`config.mk`:
```
export PLATFORM = sky130hd
export DESIGN_NAME = lsu_ptr_agu
export DESIGN_NICKNAME = d
export VERILOG_FILES = /design/src/rtl/lsu_agu_pkg.sv /design/src/rtl/agu_ptr_select.sv /design/src/rtl/agu_addr_calc.sv /design/src/rtl/agu_sequencer.sv /design/src/rtl/lsu_ptr_agu.sv
export SDC_FILE = /design/constraint.sdc
export NUM_CORES = 1
export LEC_CHECK = 0
export BUFFER_PORTS_ARGS = -buffer_cell sky130_fd_sc_hd__buf_2
export CORE_AREA = 2 2 74 104
export CTS_CLUSTER_SIZE = 14
export DETAILED_ROUTE_END_ITERATION = 16
export DIE_AREA = 0 0 76 106
export PLACE_DENSITY_LB_ADDON = 0.15
export REMOVE_ABC_BUFFERS = 1
export SKIP_CTS_REPAIR_TIMING = 1
export SLEW_MARGIN = 20
export SYNTH_ARGS = -nofsm -noshare
export SYNTH_HDL_FRONTEND = slang
export SYNTH_SLANG_ARGS = --single-unit
```
`constraint.sdc`:
```
create_clock -name clk -period 4.8 [get_ports clk]
set_input_delay 0.72 -clock clk [delete_from_list [all_inputs] [get_ports clk]]
set_output_delay 0.72 -clock clk [all_outputs]
set_load 0.01 [all_outputs]
```
`src/rtl/lsu_agu_pkg.sv`:
```
package lsu_agu_pkg;

  // Addressing mode encodings seen on req_mode
  typedef enum logic [2:0] {
    AM_IND     = 3'd0,
    AM_POSTINC = 3'd1,
    AM_PREDEC  = 3'd2,
    AM_DISP    = 3'd3,
    AM_DIRECT  = 3'd4
  } agu_mode_e;

  // Request life-cycle phases
  typedef enum logic [1:0] {
    PH_IDLE = 2'd0,
    PH_ADDR = 2'd1,
    PH_DONE = 2'd2
  } agu_phase_e;

  // Pointer that may not be used with a displacement
  localparam int unsigned NO_DISP_PTR = 0;

endpackage

```
`src/rtl/agu_ptr_select.sv`:
```
module agu_ptr_select #(
  parameter int unsigned AW    = 16,
  parameter int unsigned NPTR  = 3,
  parameter int unsigned SEL_W = 2
) (
  input  logic [NPTR-1:0][AW-1:0] ptrs,
  input  logic [SEL_W-1:0]        sel,
  output logic [AW-1:0]           value,
  output logic                    sel_ok
);

  logic [NPTR-1:0][AW-1:0] masked;

  // One AND term per pointer; the OR below merges them
  generate
    for (genvar g = 0; g < NPTR; g++) begin : g_term
      assign masked[g] = (sel == SEL_W'(g)) ? ptrs[g] : '0;
    end
  endgenerate

  always_comb begin
    value = '0;
    for (int i = 0; i < NPTR; i++) value = value | masked[i];
  end

  assign sel_ok = (32'(sel) < NPTR);

endmodule

```
`src/rtl/agu_addr_calc.sv`:
```
module agu_addr_calc
  import lsu_agu_pkg::*;
#(
  parameter int unsigned AW    = 16,
  parameter int unsigned DW    = 6,
  parameter int unsigned SEL_W = 2
) (
  input  logic [2:0]       mode,
  input  logic [SEL_W-1:0] sel,
  input  logic             sel_ok,
  input  logic [AW-1:0]    ptr,
  input  logic [DW-1:0]    disp,
  input  logic [AW-1:0]    direct,
  output logic [AW-1:0]    addr,
  output logic [AW-1:0]    wb_value,
  output logic             wb_en,
  output logic             bad
);

  // Arithmetic kept in functions; all results wrap at AW bits
  function automatic logic [AW-1:0] ptr_inc(input logic [AW-1:0] p);
    return p + AW'(1);
  endfunction

  function automatic logic [AW-1:0] ptr_dec(input logic [AW-1:0] p);
    return p - AW'(1);
  endfunction

  function automatic logic [AW-1:0] ptr_offs(input logic [AW-1:0] p,
                                             input logic [DW-1:0] q);
    return p + {{(AW-DW){1'b0}}, q};
  endfunction

  logic disp_on_x;
  assign disp_on_x = (sel == SEL_W'(NO_DISP_PTR));

  always_comb begin
    addr     = ptr;
    wb_value = ptr;
    wb_en    = 1'b0;
    bad      = 1'b0;
    case (mode)
      AM_IND: begin
        bad = !sel_ok;
      end
      AM_POSTINC: begin
        wb_value = ptr_inc(ptr);
        wb_en    = 1'b1;
        bad      = !sel_ok;
      end
      AM_PREDEC: begin
        addr     = ptr_dec(ptr);
        wb_value = ptr_dec(ptr);
        wb_en    = 1'b1;
        bad      = !sel_ok;
      end
      AM_DISP: begin
        addr = ptr_offs(ptr, disp);
        bad  = !sel_ok || disp_on_x;
      end
      AM_DIRECT: begin
        addr = direct;
      end
      default: begin
        bad = 1'b1;
      end
    endcase
    if (bad) wb_en = 1'b0;
  end

endmodule

```
`src/rtl/agu_sequencer.sv`:
```
module agu_sequencer
  import lsu_agu_pkg::*;
(
  input  logic clk,
  input  logic rst_n,
  input  logic req_valid,
  output logic req_ready,
  output logic accept,
  output logic in_addr,
  output logic in_done
);

  agu_phase_e phase_q, phase_d;

  assign req_ready = (phase_q != PH_ADDR);
  assign accept    = req_valid && req_ready;
  assign in_addr   = (phase_q == PH_ADDR);
  assign in_done   = (phase_q == PH_DONE);

  always_comb begin
    phase_d = phase_q;
    case (phase_q)
      PH_IDLE: if (accept) phase_d = PH_ADDR;
      PH_ADDR: phase_d = PH_DONE;
      PH_DONE: phase_d = accept ? PH_ADDR : PH_IDLE;
      default: phase_d = PH_IDLE;
    endcase
  end

  always_ff @(posedge clk or negedge rst_n) begin
    if (!rst_n) phase_q <= PH_IDLE;
    else        phase_q <= phase_d;
  end

endmodule

```
`src/rtl/lsu_ptr_agu.sv`:
```
module lsu_ptr_agu #(
  parameter int unsigned AW    = 16,
  parameter int unsigned DW    = 6,
  parameter int unsigned NPTR  = 3,
  parameter int unsigned SEL_W = 2
) (
  input  logic             clk,
  input  logic             rst_n,
  input  logic             req_valid,
  input  logic             req_store,
  input  logic [SEL_W-1:0] req_ptr_sel,
  input  logic [2:0]       req_mode,
  input  logic [DW-1:0]    req_disp,
  input  logic [AW-1:0]    req_direct,
  input  logic [AW-1:0]    ptr_x,
  input  logic [AW-1:0]    ptr_y,
  input  logic [AW-1:0]    ptr_z,
  output logic             req_ready,
  output logic             mem_strobe,
  output logic             mem_write,
  output logic [AW-1:0]    mem_addr,
  output logic             done,
  output logic             illegal,
  output logic             wb_strobe,
  output logic [SEL_W-1:0] wb_sel,
  output logic [AW-1:0]    wb_value
);

  logic [NPTR-1:0][AW-1:0] ptr_bank;
  logic [AW-1:0]           ptr_val;
  logic                    sel_ok;
  logic [AW-1:0]           calc_addr, calc_wbv;
  logic                    calc_wb, calc_bad;
  logic                    accept, in_addr, in_done;

  assign ptr_bank = {ptr_z, ptr_y, ptr_x};

  agu_ptr_select #(.AW(AW), .NPTR(NPTR), .SEL_W(SEL_W)) u_sel (
    .ptrs   (ptr_bank),
    .sel    (req_ptr_sel),
    .value  (ptr_val),
    .sel_ok (sel_ok)
  );

  agu_addr_calc #(.AW(AW), .DW(DW), .SEL_W(SEL_W)) u_calc (
    .mode     (req_mode),
    .sel      (req_ptr_sel),
    .sel_ok   (sel_ok),
    .ptr      (ptr_val),
    .disp     (req_disp),
    .direct   (req_direct),
    .addr     (calc_addr),
    .wb_value (calc_wbv),
    .wb_en    (calc_wb),
    .bad      (calc_bad)
  );

  agu_sequencer u_seq (
    .clk       (clk),
    .rst_n     (rst_n),
    .req_valid (req_valid),
    .req_ready (req_ready),
    .accept    (accept),
    .in_addr   (in_addr),
    .in_done   (in_done)
  );

  logic [AW-1:0]    addr_q, wbv_q;
  logic             wb_q, bad_q, store_q;
  logic [SEL_W-1:0] sel_q;

  // Request results captured once, on acceptance
  always_ff @(posedge clk or negedge rst_n) begin
    if (!rst_n) begin
      addr_q  <= '0;
      wbv_q   <= '0;
      wb_q    <= 1'b0;
      bad_q   <= 1'b0;
      store_q <= 1'b0;
      sel_q   <= '0;
    end else if (accept) begin
      addr_q  <= calc_addr;
      wbv_q   <= calc_wbv;
      wb_q    <= calc_wb;
      bad_q   <= calc_bad;
      store_q <= req_store;
      sel_q   <= req_ptr_sel;
    end
  end

  assign mem_strobe = in_addr && !bad_q;
  assign mem_write  = mem_strobe && store_q;
  assign mem_addr   = addr_q;
  assign done       = in_done;
  assign illegal    = in_done && bad_q;
  assign wb_strobe  = in_done && wb_q;
  assign wb_sel     = sel_q;
  assign wb_value   = wbv_q;

endmodule

```
==> results.md, run 1 <==
- Number of distinct library cell variants in the gate-level netlist after synthesis: 60
- Worst slack, placed: 930.1 ps
- Type of the most critical hold path: register to register
- Critical Path Sink Type: register
- Fraction of final layout cells sized beyond drive strength 1: slightly below 30%
- Routed length per placed instance: 18.76 um
- Routed vias/inst: 6.018
- Site Rows: 37
- EDFF count, synth: 0
- Highest ir drop seen on vdd: ~0.21 mV
- Number of clock buffers inserted by TritonCTS: 5
- Worst setup path category: primary input to register
- Clk Tree Root Cell: sky130_fd_sc_hd__clkbuf_8
- Total power density per cell area: about 270 nW/um2
- Gate Count Post-Synth: around 450
- Maximum capacitance violations: 0
- Vias in the first global route: roughly 3900
- Highest net fanout along the worst path: 7
- Dominant cell type by area after synthesis: sky130_fd_sc_hd__dfrtp_1
- Sequential share of power: between 30% and 40%
- Fillers: 715
- CTS Sinks: 39
- Layout Skew: a little over 9 ps
- Combinational share of power: 39.1%
- Leak: about 0.0020 uW
- Clock transition at the registers of the reported paths: 80 ps
- Critical Path Max Stage Delay: roughly 890 ps
- Worst setup slack after layout: 1191 ps
- Worst slew margin: around a fifth
- Latest clock arrival within the worst-skew pair: 310 ps
- Largest net degree at the start of global routing: 40
- Share of Yosys cell area claimed by the top area cell type: 28.17%
- Accumulated negative setup slack: 0 ps
- Internal: about 740 uW
- Net Sw Frac: a little over a third
- Antenna diode instance count: 0
- Overall die width: ~76 um
- Post-route fraction of the period consumed by the critical path: around 75%
- Top post-synthesis cells by area: sky130_fd_sc_hd__dfrtp_1 (28%), sky130_fd_sc_hd__o21ai_0 (6.2%), sky130_fd_sc_hd__a21oi_1 (5.1%)
- Effective utilization at floorplan: between 40% and 50%
- Outcome: finished clean
- Slew @ Worst Pin: roughly 1200 ps
- Number of nets at the end of the flow: 651
- Power Total: between 1000 and 1500 uW
- Number of hold-slack violations in the final timing report: 0
- Synth-to-layout area growth: 24.38%
- Sequential cell area in the final layout: between 900 and 1000 um2
- Gr ovfl total: 0
- Worst Path Buf+Inv: 3
- CTS Buffer Depth: 2
- Dominant synthesized flop cell: sky130_fd_sc_hd__dfrtp_1
- Detailed Route WL: 12310 um
- Worst EP required: between 5000 and 6000 ps
- Synthesized cell area: 3465 um2
- Post-detail-place hpwl: about 9000 um
- Core Region: slightly above 7000 um2
- Number of antenna violations at the first check in global routing: 0
- Die Height: 106 um
- Total of buffers placed on input and output ports: between 100 and 150
- Arrival time worst endpoint: 3820 ps
- Kind of cell adding the most delay to the critical path: compound AO/OA/AOI/OAI gates
- RD Place Congestion: roughly 0.93
- Net load switching power: approximately 420 uW
- Startpoint type of the worst setup path: primary input
- Synthesized area divided by synthesized cell count: between 7 and 8 um2
- Post-synthesis register bit count: 39
- Io pins: 119
- YS warnings: 0
- Clock power frac: between 20% and 30%
- Cell breakdown of the critical path: buf_2 > inv_1 > ha_1 > a222oi_1 > inv_1 > ha_1 > nor2_1 > nor2_1 > nand3b_1 > or3_1 > a32oi_1 > a21bo_1
- Portion of the post-synthesis area used by sequential elements: 28.17%
- Critical-path top delay cell: sky130_fd_sc_hd__a222oi_1
- Routed Antenna Nets: 0
- Number of max-slew violations in the final report: 0
- Footprint of the multi-input gates: 2297 um2
- Maximum clock frequency: approximately 280 MHz
- Post-route minimum period: between 3000 and 4000 ps
- Violation count after the first detailed-routing iteration: between 300 and 400
- First-pass DRT Iterations: 5
- Drt drc: 0
- Max H-tree Level: 2
- TritonCTS clock tree: done
- Via count: roughly 3900
- Global router's overall resource usage: roughly 31%
- Async set-or-reset flop fraction in the synthesized netlist: 100.0%
- First-pass GRT wire length: approximately 20000 um
- Total die area: around 8100 um2
- Endpoints failing setup: 0
- Setup repair after global routing missed its margin: false
[worst paths after layout]
kind,start,slack [ps],to,cells after the start
max,req_ptr_sel[0],1190,mem_addr[15],12
min,u_seq.phase_q[0],460,u_seq.phase_q[0],1
min reg2reg,u_seq.phase_q[0],460,u_seq.phase_q[0],1
max reg2reg,u_seq.phase_q[1],2830,mem_addr[15],6
min in group asynchronous,rst_n,550,wb_value[10],1
max in group asynchronous,rst_n,3680,wb_value[12],1
[cell families after synthesis]
logic type | Yosys count | share of synthesized area [%]
buf+inv | 47 | 5.526
simple gates | 165 | 24.27
fa+ha+maj | 14 | 5.273
xor+xnor | 27 | 6.825
compound gates | 153 | 29.33
mux | 2 | 0.6139
flops | 39 | 28.17
[registers in the layout, summed over array words and instances, names as in the netlist]
register	flops
wb_sel	2
wb_value	16
mem_addr	16
u_seq.phase_q	2
bad_q	1
wb_q	1
store_q	1
[power groups by stage]
stage | combinational, uW | clock (uW) | sequential (uW)
finish | 454 | 297 | 410
global route | 498 | 309 | 417
detailed placement | 450 | 0 | 417
floorplan | 232 | 0 | 440
global placement | 446 | 0 | 414
CTS | 452 | 302 | 410
[routing by layer]
metal / track usage (%) / wire length [um] / vias up
met5: 0 / 0 / -
met4: 14.68 / 414 / 0
met3: 3.820 / 850 / 31
met2: 53.95 / 6109 / 178
met1: 37.33 / 4935 / 1859
li1: - / - / 1880
[worst register-to-register path, stage by stage, from the launching register on]
cell and delay (ps):
sky130_fd_sc_hd__dfrtp_1 370, sky130_fd_sc_hd__nand2b_1 190, sky130_fd_sc_hd__nand2_1 440, sky130_fd_sc_hd__buf_4 310, sky130_fd_sc_hd__nor2_1 130, sky130_fd_sc_hd__a32oi_1 200
sky130_fd_sc_hd__a21bo_1 220
[layout by cell type, fill, tap and decap left out, types with 2 or more instances in the layout]
cell type / synthesis / layout
sky130_fd_sc_hd__buf_2: 12 / 118
sky130_fd_sc_hd__nand2_1: 45 / 45
sky130_fd_sc_hd__o21ai_0: 43 / 43
sky130_fd_sc_hd__nor2_1: 42 / 42
sky130_fd_sc_hd__dfrtp_1: 39 / 39
sky130_fd_sc_hd__a21oi_1: 35 / 35
sky130_fd_sc_hd__buf_4: 0 / 22
sky130_fd_sc_hd__nand3_1: 21 / 21
sky130_fd_sc_hd__a222oi_1: 16 / 16
sky130_fd_sc_hd__xnor2_1: 16 / 16
sky130_fd_sc_hd__ha_1: 13 / 13
sky130_fd_sc_hd__xor2_1: 11 / 11
sky130_fd_sc_hd__inv_1: 10 / 10
sky130_fd_sc_hd__nand2b_1: 8 / 8
sky130_fd_sc_hd__nor3_1: 8 / 8
sky130_fd_sc_hd__a31oi_1: 7 / 7
sky130_fd_sc_hd__and2_1: 6 / 6
sky130_fd_sc_hd__or3_1: 6 / 6
sky130_fd_sc_hd__clkbuf_8: 0 / 6
sky130_fd_sc_hd__nor2b_1: 4 / 4
sky130_fd_sc_hd__nor4_2: 4 / 4
sky130_fd_sc_hd__o21ai_1: 4 / 4
sky130_fd_sc_hd__a211oi_1: 4 / 4
sky130_fd_sc_hd__o31ai_1: 4 / 4
sky130_fd_sc_hd__o211ai_1: 4 / 4
sky130_fd_sc_hd__a221oi_1: 4 / 4
sky130_fd_sc_hd__nor3b_1: 3 / 3
sky130_fd_sc_hd__nand4_1: 3 / 3
sky130_fd_sc_hd__a21o_1: 3 / 3
sky130_fd_sc_hd__nor3_2: 3 / 3
sky130_fd_sc_hd__o22ai_1: 3 / 3
sky130_fd_sc_hd__o32a_1: 3 / 3
sky130_fd_sc_hd__o221ai_1: 3 / 3
sky130_fd_sc_hd__o22a_1: 3 / 3
sky130_fd_sc_hd__nand4_2: 2 / 2
sky130_fd_sc_hd__nand3b_1: 2 / 2
sky130_fd_sc_hd__o2bb2ai_1: 2 / 2
sky130_fd_sc_hd__or4_1: 2 / 2
sky130_fd_sc_hd__or2_2: 2 / 2
sky130_fd_sc_hd__a22oi_1: 2 / 2
[synth_stat cells, drive strengths merged (6+ instances only)]
library cell  number
o21ai             47
nand2             45
nor2              42
dfrtp             39
a21oi             35
clkbuf            24
nand3             21
a222oi            16
xnor2             16
ha                13
buf               12
inv               11
nor3              11
xor2              11
nand2b             8
a31oi              7
and2               6
or3                6
[metrics by stage]
step                      util (%)  std cells  cell area, um2  hold slack (ps)
after detailed placement     58.41        648            4192            450.1
after global placement       58.41        648            4192            441.3
after CTS                    60.05        656            4309            461.9
final                        60.05        656            4309            460.5
after floorplan                  -        411            3314            424.4
after global routing         60.05        656            4309            496.0
[final cells by class]
class,count,share of cell area [%]
clock buffer,6,1.916
clock inverter,2,0.8130
inverter,11,0.9582
multi-input combinational,361,53.31
sequential,39,22.65
tap,97,2.816
timing repair buffer,140,17.54
No activity file was read; power rests on OpenSTA's default activity.
==> inputs of run 2 (changes only) <==
clock period = 3.6 ns   (was 4.8 ns; I/O delays follow)
==> run 2 against run 1 <==
Net effect:
- total power is 27% higher
- wire length grew 5.0%
- hold slack got worse by 96 ps
- setup slack worse by 970 ps
- register-to-register slack lost 1200 ps
- die area unchanged
- critical path type unchanged
==> results.md, run 2 (synthesis results as in run 1) <==
- Worst Hold Slack: 364.4 ps (-96.12 ps)
- CTS Sinks: 39 (unchanged)
- Startpoint type of the worst setup path: primary input
- Antenna diode instance count: 0 (unchanged)
- Max H-tree Level: 2 (unchanged)
- Routed length per placed instance: 19.31 um (+2.9%)
- Worst EP required: 3790 ps (-1220 ps)
- Fraction of final layout cells sized beyond drive strength 1: 30.42% (+1.3 points)
- Post-route non-filler standard cell count: 669 (+2.0%)
- Finished Cell Area: 4370 um2 (+1.4%)
- First-pass DRT Iterations: 5 (unchanged)
- Detailed Route WL: 12920 um (+5.0%)
- Number of clock buffers inserted by TritonCTS: 5 (unchanged)
- RD Place Congestion: 1.011 (+8.4%)
- Layout Skew: 5.033 ps (-4.305 ps)
- Routed vias/inst: 5.999 (-0.33%)
- Core Region: 7176 um2 (unchanged)
- Vias in the first global route: 3988 (+2.6%)
- Number of antenna violations at the first check in global routing: 0 (unchanged)
- CTS Buffer Depth: 2 (unchanged)
- Total power density per cell area: 336.4 nW/um2 (+25%)
- Post-Place Cell Area: 4289 um2 (+2.3%)
- Reg-to-reg endpoint: mem_addr[14]
- Number of hold-slack violations in the final timing report: 0 (unchanged)
- Global router's overall resource usage: 32.28% (+1.6 points)
- Utilization after layout: 60.91% (+0.85 points)
- Post-route fraction of the period consumed by the critical path: between 90% and 100%
- Total die area: 8056 um2 (unchanged)
- Type of the most critical hold path: primary input to async pin
- Routed Antenna Nets: 0 (unchanged)
- Leak: 0.002003 uW (+2.3%)
- Post-detail-place hpwl: 9793 um (+7.6%)
- Arrival time worst endpoint: 3570 ps (-250 ps)
- TritonCTS clock tree: done
- First-pass GRT wire length: 20510 um (+4.7%)
- DP Cell Count: 661 (+2.0%)
- Die Height: 106 um (unchanged)
- Worst slew margin: 33.50% (+13 points)
- Io pins: 119 (unchanged)
- Effective utilization at floorplan: 48.28% (unchanged)
- Critical R2R Launch: u_seq.phase_q[0]
- Accumulated negative setup slack: 0 ps (unchanged)
- Setup repair after global routing missed its margin: false
- Synth-to-layout area growth: 26.15%
- Clock transition at the registers of the reported paths: 80 ps (about the same)
- Drt drc: 0 (unchanged)
- Highest ir drop seen on vdd: 0.2199 mV (+4.4%)
- Total of buffers placed on input and output ports: 118 (unchanged)
- Overall die width: 76 um (unchanged)
- Critical Path Sink Type: register
- Commonest cells after routing, fill and taps aside: sky130_fd_sc_hd__buf_2 (118), sky130_fd_sc_hd__nand2_1 (45), sky130_fd_sc_hd__o21ai_0 (43)
- Maximum capacitance violations: 0 (unchanged)
- Number of max-slew violations in the final report: 0 (unchanged)
- Maximum clock frequency: around 300 MHz
- Gr ovfl total: 0 (unchanged)
- Violation count after the first detailed-routing iteration: 276 (-12%)
- Highest net fanout along the worst path: 10 (+3)
- Clk Tree Root Cell: sky130_fd_sc_hd__clkbuf_8
- Worst R2R Path Depth: 6 (unchanged)
- Register-to-Register Setup Slack: 1680 ps (-1150 ps)
- Slew @ Worst Pin: 993.8 ps (-204.1 ps)
- Most common library cell in the layout ignoring fill and taps: sky130_fd_sc_hd__buf_2
- Largest net degree at the start of global routing: 40 (unchanged)
- Worst setup path category: primary input to register
- Number of nets at the end of the flow: 664 (+2.0%)
- Post-route minimum period: approximately 3400 ps
- Outcome: finished clean
- Endpoints failing setup: 0 (unchanged)
- Site Rows: 37 (unchanged)
- Via count: 4013 (+1.6%)
- Latest clock arrival within the worst-skew pair: 300 ps (about the same)
run 2: critical path, cell delays in order:
cell and delay [ps]:
sky130_fd_sc_hd__buf_2 100, sky130_fd_sc_hd__inv_1 60, sky130_fd_sc_hd__ha_1 310, sky130_fd_sc_hd__buf_4 220
sky130_fd_sc_hd__a222oi_1 440, sky130_fd_sc_hd__inv_1 120, sky130_fd_sc_hd__ha_1 370, sky130_fd_sc_hd__nand2_1 100
sky130_fd_sc_hd__a21oi_1 530, sky130_fd_sc_hd__o21ai_0 260, sky130_fd_sc_hd__xnor2_1 190, sky130_fd_sc_hd__nand2_1 70
sky130_fd_sc_hd__a32o_1 240
run 2: metal layers:
metal	up-vias	part of all wire (%)	GRT usage (%)
met5	-	0	0
met4	0	4.0	17.66
met3	34	7.2	4.329
met2	193	49	56.31
met1	1874	40	38.38
li1	1912	-	-
run 2: through the flow:
step	power, uW	setup slack, ps
final	1470	221.8
after CTS	1479	375.0
after floorplan	895.5	-98.80
after global placement	1170	134.9
after detailed placement	1176	74.47
after global routing	1561	151.6
run 2: worst max path at each step:
stage	startpoint	to	slack (ps)
2_1_floorplan	req_ptr_sel[0]	mem_addr[15]	-100
3_3_place_gp	req_ptr_sel[0]	mem_addr[8]	130
3_5_place_dp	req_ptr_sel[0]	mem_addr[8]	70
4_1_cts	req_ptr_sel[0]	mem_addr[8]	380
5_1_grt	req_ptr_sel[0]	mem_addr[15]	150
6_report	req_ptr_sel[0]	mem_addr[8]	220
run 2: power by group:
part / leakage (uW) / switching (uW) / internal [uW]
clock network: 0.0000422 / 159 / 136
logic: 0.00148 / 368 / 261
registers: 0.000479 / 36.2 / 510
total: 0.00200 / 563 / 907
run 2: area by class of cell:
| cell class | instances | area, um2 |
|---|---|---|
| Clock inverter | 1 | 5.005 |
| Sequential cell | 39 | 975.9 |
| Multi-Input combinational cell | 361 | 2297 |
| Fill cell | 683 | 2805 |
| Clock buffer | 7 | 76.32 |
| Tap cell | 97 | 121.4 |
| Inverter | 11 | 41.29 |
| Timing Repair Buffer | 153 | 853.3 |
==> inputs of run 3 (changes only) <==
--- a/config.mk
+++ b/config.mk
@@ -7,3 +7,2 @@
 export LEC_CHECK = 0
-export BUFFER_PORTS_ARGS = -buffer_cell sky130_fd_sc_hd__buf_2
 export CORE_AREA = 2 2 74 104
@@ -12,2 +11,3 @@
 export DIE_AREA = 0 0 76 106
+export DONT_BUFFER_PORTS = 1
 export PLACE_DENSITY_LB_ADDON = 0.15
==> constraint.sdc (replaced) <==
create_clock -name clk -period 3.6 [get_ports clk]
set_input_delay 0.18 -clock clk [delete_from_list [all_inputs] [get_ports clk]]
set_output_delay 0.18 -clock clk [all_outputs]
set_load 0.01 [all_outputs]
==> run 3 against run 2 <==
Net effect:
- the run now ends with negative hold slack left
- non-clock buffer count fell by 128
- first-iteration DRC count rose by 50%
- die area did not move
- highest routed layer unchanged
- largest power group is now registers
- sequential power rose by 8.6%
- clock skew rose by 5.4 ps
- design area fell by 15%
- sequential share of layout area rose by 3.8 points
- utilization fell by 8.9 points
- cell count fell by 19%
- global-route usage fell by 2.5 points
- combinational power fell by 29%
==> results.md, run 3 (synthesis results as in run 1) <==
- Via count: 3580 (-11%)
- Post-route minimum period: 2928 ps (-449.7 ps)
- Detailed Route WL: 11980 um (-7.3%)
- Vias in the first global route: 3553 (-11%)
- Clk Tree Root Cell: sky130_fd_sc_hd__clkbuf_8
- Worst slack, placed: 418.2 ps (+343.7 ps)
- Endpoints failing setup: 0 (unchanged)
- Number of clock buffers inserted by TritonCTS: 5 (unchanged)
- First-pass DRT Iterations: 6 (+1)
- Violation count after the first detailed-routing iteration: 413 (+50%)
- Routed vias/inst: 6.630 (+11%)
- Type of the most critical hold path: primary input to register
- Largest net degree at the start of global routing: 41 (+2.5%)
- TritonCTS clock tree: done
- Number of stages on the worst setup path: 11 (-2)
- Register-to-Register Setup Slack: 1610 ps (-70 ps)
- Capture point of the critical path: mem_addr[15]
- Io pins: 119 (unchanged)
- Cell breakdown of the critical path: inv_1 > ha_1 > a222oi_1 > inv_1 > ha_1 > o21ai_0 > o21a_1 > nand3b_1 > or3_1 > a32oi_1 > a21bo_1
- Global router's overall resource usage: 29.80% (-2.5 points)
- Setup repair after global routing missed its margin: false
- Slew @ Worst Pin: 1062 ps (+68.48 ps)
- Core Region: 7176 um2 (unchanged)
- Footprint of the multi-input gates: 2297 um2 (unchanged)
- Worst Path Buf+Inv: 2 (-2)
- Layout Skew: 10.40 ps (+5.367 ps)
- Met3 usage: 6.706% (+2.4 points)
- Worst Hold Slack: -10.97 ps (-375.3 ps)
- Site Rows: 37 (unchanged)
- Critical R2R Launch: u_seq.phase_q[0]
- Gr ovfl total: 0 (unchanged)
- Worst EP required: 3800 ps (about the same)
- CTS Sinks: 39 (unchanged)
- First-pass GRT wire length: 18860 um (-8.1%)
- Outcome: finished with violations
- Sequential cell area in the final layout: 975.9 um2 (unchanged)
- Fillers: 693 (+1.5%)
- Clock transition at the registers of the reported paths: 80 ps (about the same)
- Commonest cells after routing, fill and taps aside: sky130_fd_sc_hd__nand2_1 (45), sky130_fd_sc_hd__o21ai_0 (43), sky130_fd_sc_hd__nor2_1 (42)
- Start point of the critical path: req_ptr_sel[0]
- Highest net fanout along the worst path: 9 (-1)
- Die Height: 106 um (unchanged)
- Critical Path Max Stage Delay: 480 ps (-50 ps)
- Worst slew margin: 28.92% (-4.6 points)
- Total power density per cell area: 361.9 nW/um2 (+7.6%)
- Worst setup slack after layout: 671.6 ps (+449.7 ps)
- Most common library cell in the layout ignoring fill and taps: sky130_fd_sc_hd__nand2_1
- Overall die width: 76 um (unchanged)
- Highest ir drop seen on vdd: 0.1764 mV (-20%)
- Worst R2R Path Depth: 5 (-1)
- Critical-path top delay cell: sky130_fd_sc_hd__a222oi_1
- Maximum clock frequency: 341.5 MHz (+15%)
- Post-detail-place hpwl: 8864 um (-9.5%)
- Number of hold-slack violations in the final timing report: 1 (+1)
- Antenna diode instance count: 0 (unchanged)
- Total die area: 8056 um2 (unchanged)
- Critical Path Sink Type: register
- CTS Buffer Depth: 2 (unchanged)
- Max H-tree Level: 2 (unchanged)
- Total of buffers placed on input and output ports: 0 (-100%)
- Number of antenna violations at the first check in global routing: 0 (unchanged)
- GR met1 Demand/Resource: 34.69% (-3.7 points)
- Post-route non-filler standard cell count: 540 (-19%)
- DP Cell Count: 531 (-20%)
- Reg-to-reg endpoint: wb_value[8]
- Met2 track demand over resource in global routing: 50.32% (-6.0 points)
- Leak: 0.001483 uW (-26%)
- Routed Antenna Nets: 0 (unchanged)
- Post-route fraction of the period consumed by the critical path: 81.35% (-12 points)
- Kind of cell adding the most delay to the critical path: compound AO/OA/AOI/OAI gates
- Global-route layer with the greatest usage: met2
- Worst setup path category: primary input to register
- Routed length per placed instance: 22.19 um (+15%)
- Number of nets at the end of the flow: 536 (-19%)
- Synth-to-layout area growth: 7.765%
- Startpoint type of the worst setup path: primary input
- Arrival time worst endpoint: 3130 ps (-440 ps)
- Number of max-slew violations in the final report: 0 (unchanged)
- Effective utilization at floorplan: 48.28% (unchanged)
- Drt drc: 0 (unchanged)
- Utilization after layout: 52.03% (-8.9 points)
- Maximum capacitance violations: 0 (unchanged)
- RD Place Congestion: 1.030 (+1.9%)
- Failing checks: negative hold slack
- Accumulated negative setup slack: 0 ps (unchanged)
- Fraction of final layout cells sized beyond drive strength 1: 10.38% (-20 points)
- Latest clock arrival within the worst-skew pair: 310 ps (about the same)
-- run 3: cell count changes in the layout (fill, tap and decap cells not counted) --
cell / change
sky130_fd_sc_hd__clkbuf_1: -2
sky130_fd_sc_hd__buf_4: -12
sky130_fd_sc_hd__clkbuf_8: +1
sky130_fd_sc_hd__buf_2: -118
sky130_fd_sc_hd__dlygate4sd3_1: +1
sky130_fd_sc_hd__buf_16: +1
-- run 3: final cells by class --
type,instances,area share [%]
Sequential cell,39,26.14
Clock buffer,6,2.212
Tap cell,97,3.251
Timing Repair Buffer,25,5.630
Inverter,11,1.106
Clock inverter,1,0.1340
Multi-Input combinational cell,361,61.53
-- run 3: worst min-delay path by stage --
stage | startpoint | end | slack [ps] | cells after the start
floorplan | rst_n | bad_q | -120 | 0
global placement | rst_n | wb_sel[0] | -110 | 0
detailed placement | rst_n | wb_sel[0] | -110 | 0
CTS | rst_n | mem_addr[0] | -450 | 0
global route | req_store | store_q | 4 | 2
finish | req_store | store_q | -10 | 2
-- run 3: report_power, final --
group | switching [uW] | total, uW | internal, uW
Combinational | 273 | 448 | 175
Clock | 160 | 310 | 150
Sequential | 82.8 | 593 | 510
Total | 515 | 1350 | 836
-- run 3: through the flow --
step	hold WS [ps]	area (um2)	power [uW]
2_1_floorplan	-115.6	3314	895.5
3_3_place_gp	-114.2	3608	1022
3_5_place_dp	-114.3	3608	1031
4_1_cts	-448.5	3696	1345
5_1_grt	4.138	3734	1429
6_report	-10.97	3734	1351
-- run 3: layer usage --
layer | routed length [um] | vias to the layer above | share of wire [%]
li1 | - | 1645 | -
met1 | 4658 | 1691 | 39
met2 | 5754 | 207 | 48
met3 | 995 | 37 | 8.3
met4 | 571 | 0 | 4.8
met5 | 0 | - | 0
-- run 3: worst reg2reg max path, cell delays in order (launching register included) --
cell                       delay [ps]
sky130_fd_sc_hd__dfrtp_1          400
sky130_fd_sc_hd__nand2b_1         210
sky130_fd_sc_hd__and2_1           620
sky130_fd_sc_hd__o21ai_0          190
sky130_fd_sc_hd__a221oi_1         380
sky130_fd_sc_hd__nor2_1            70
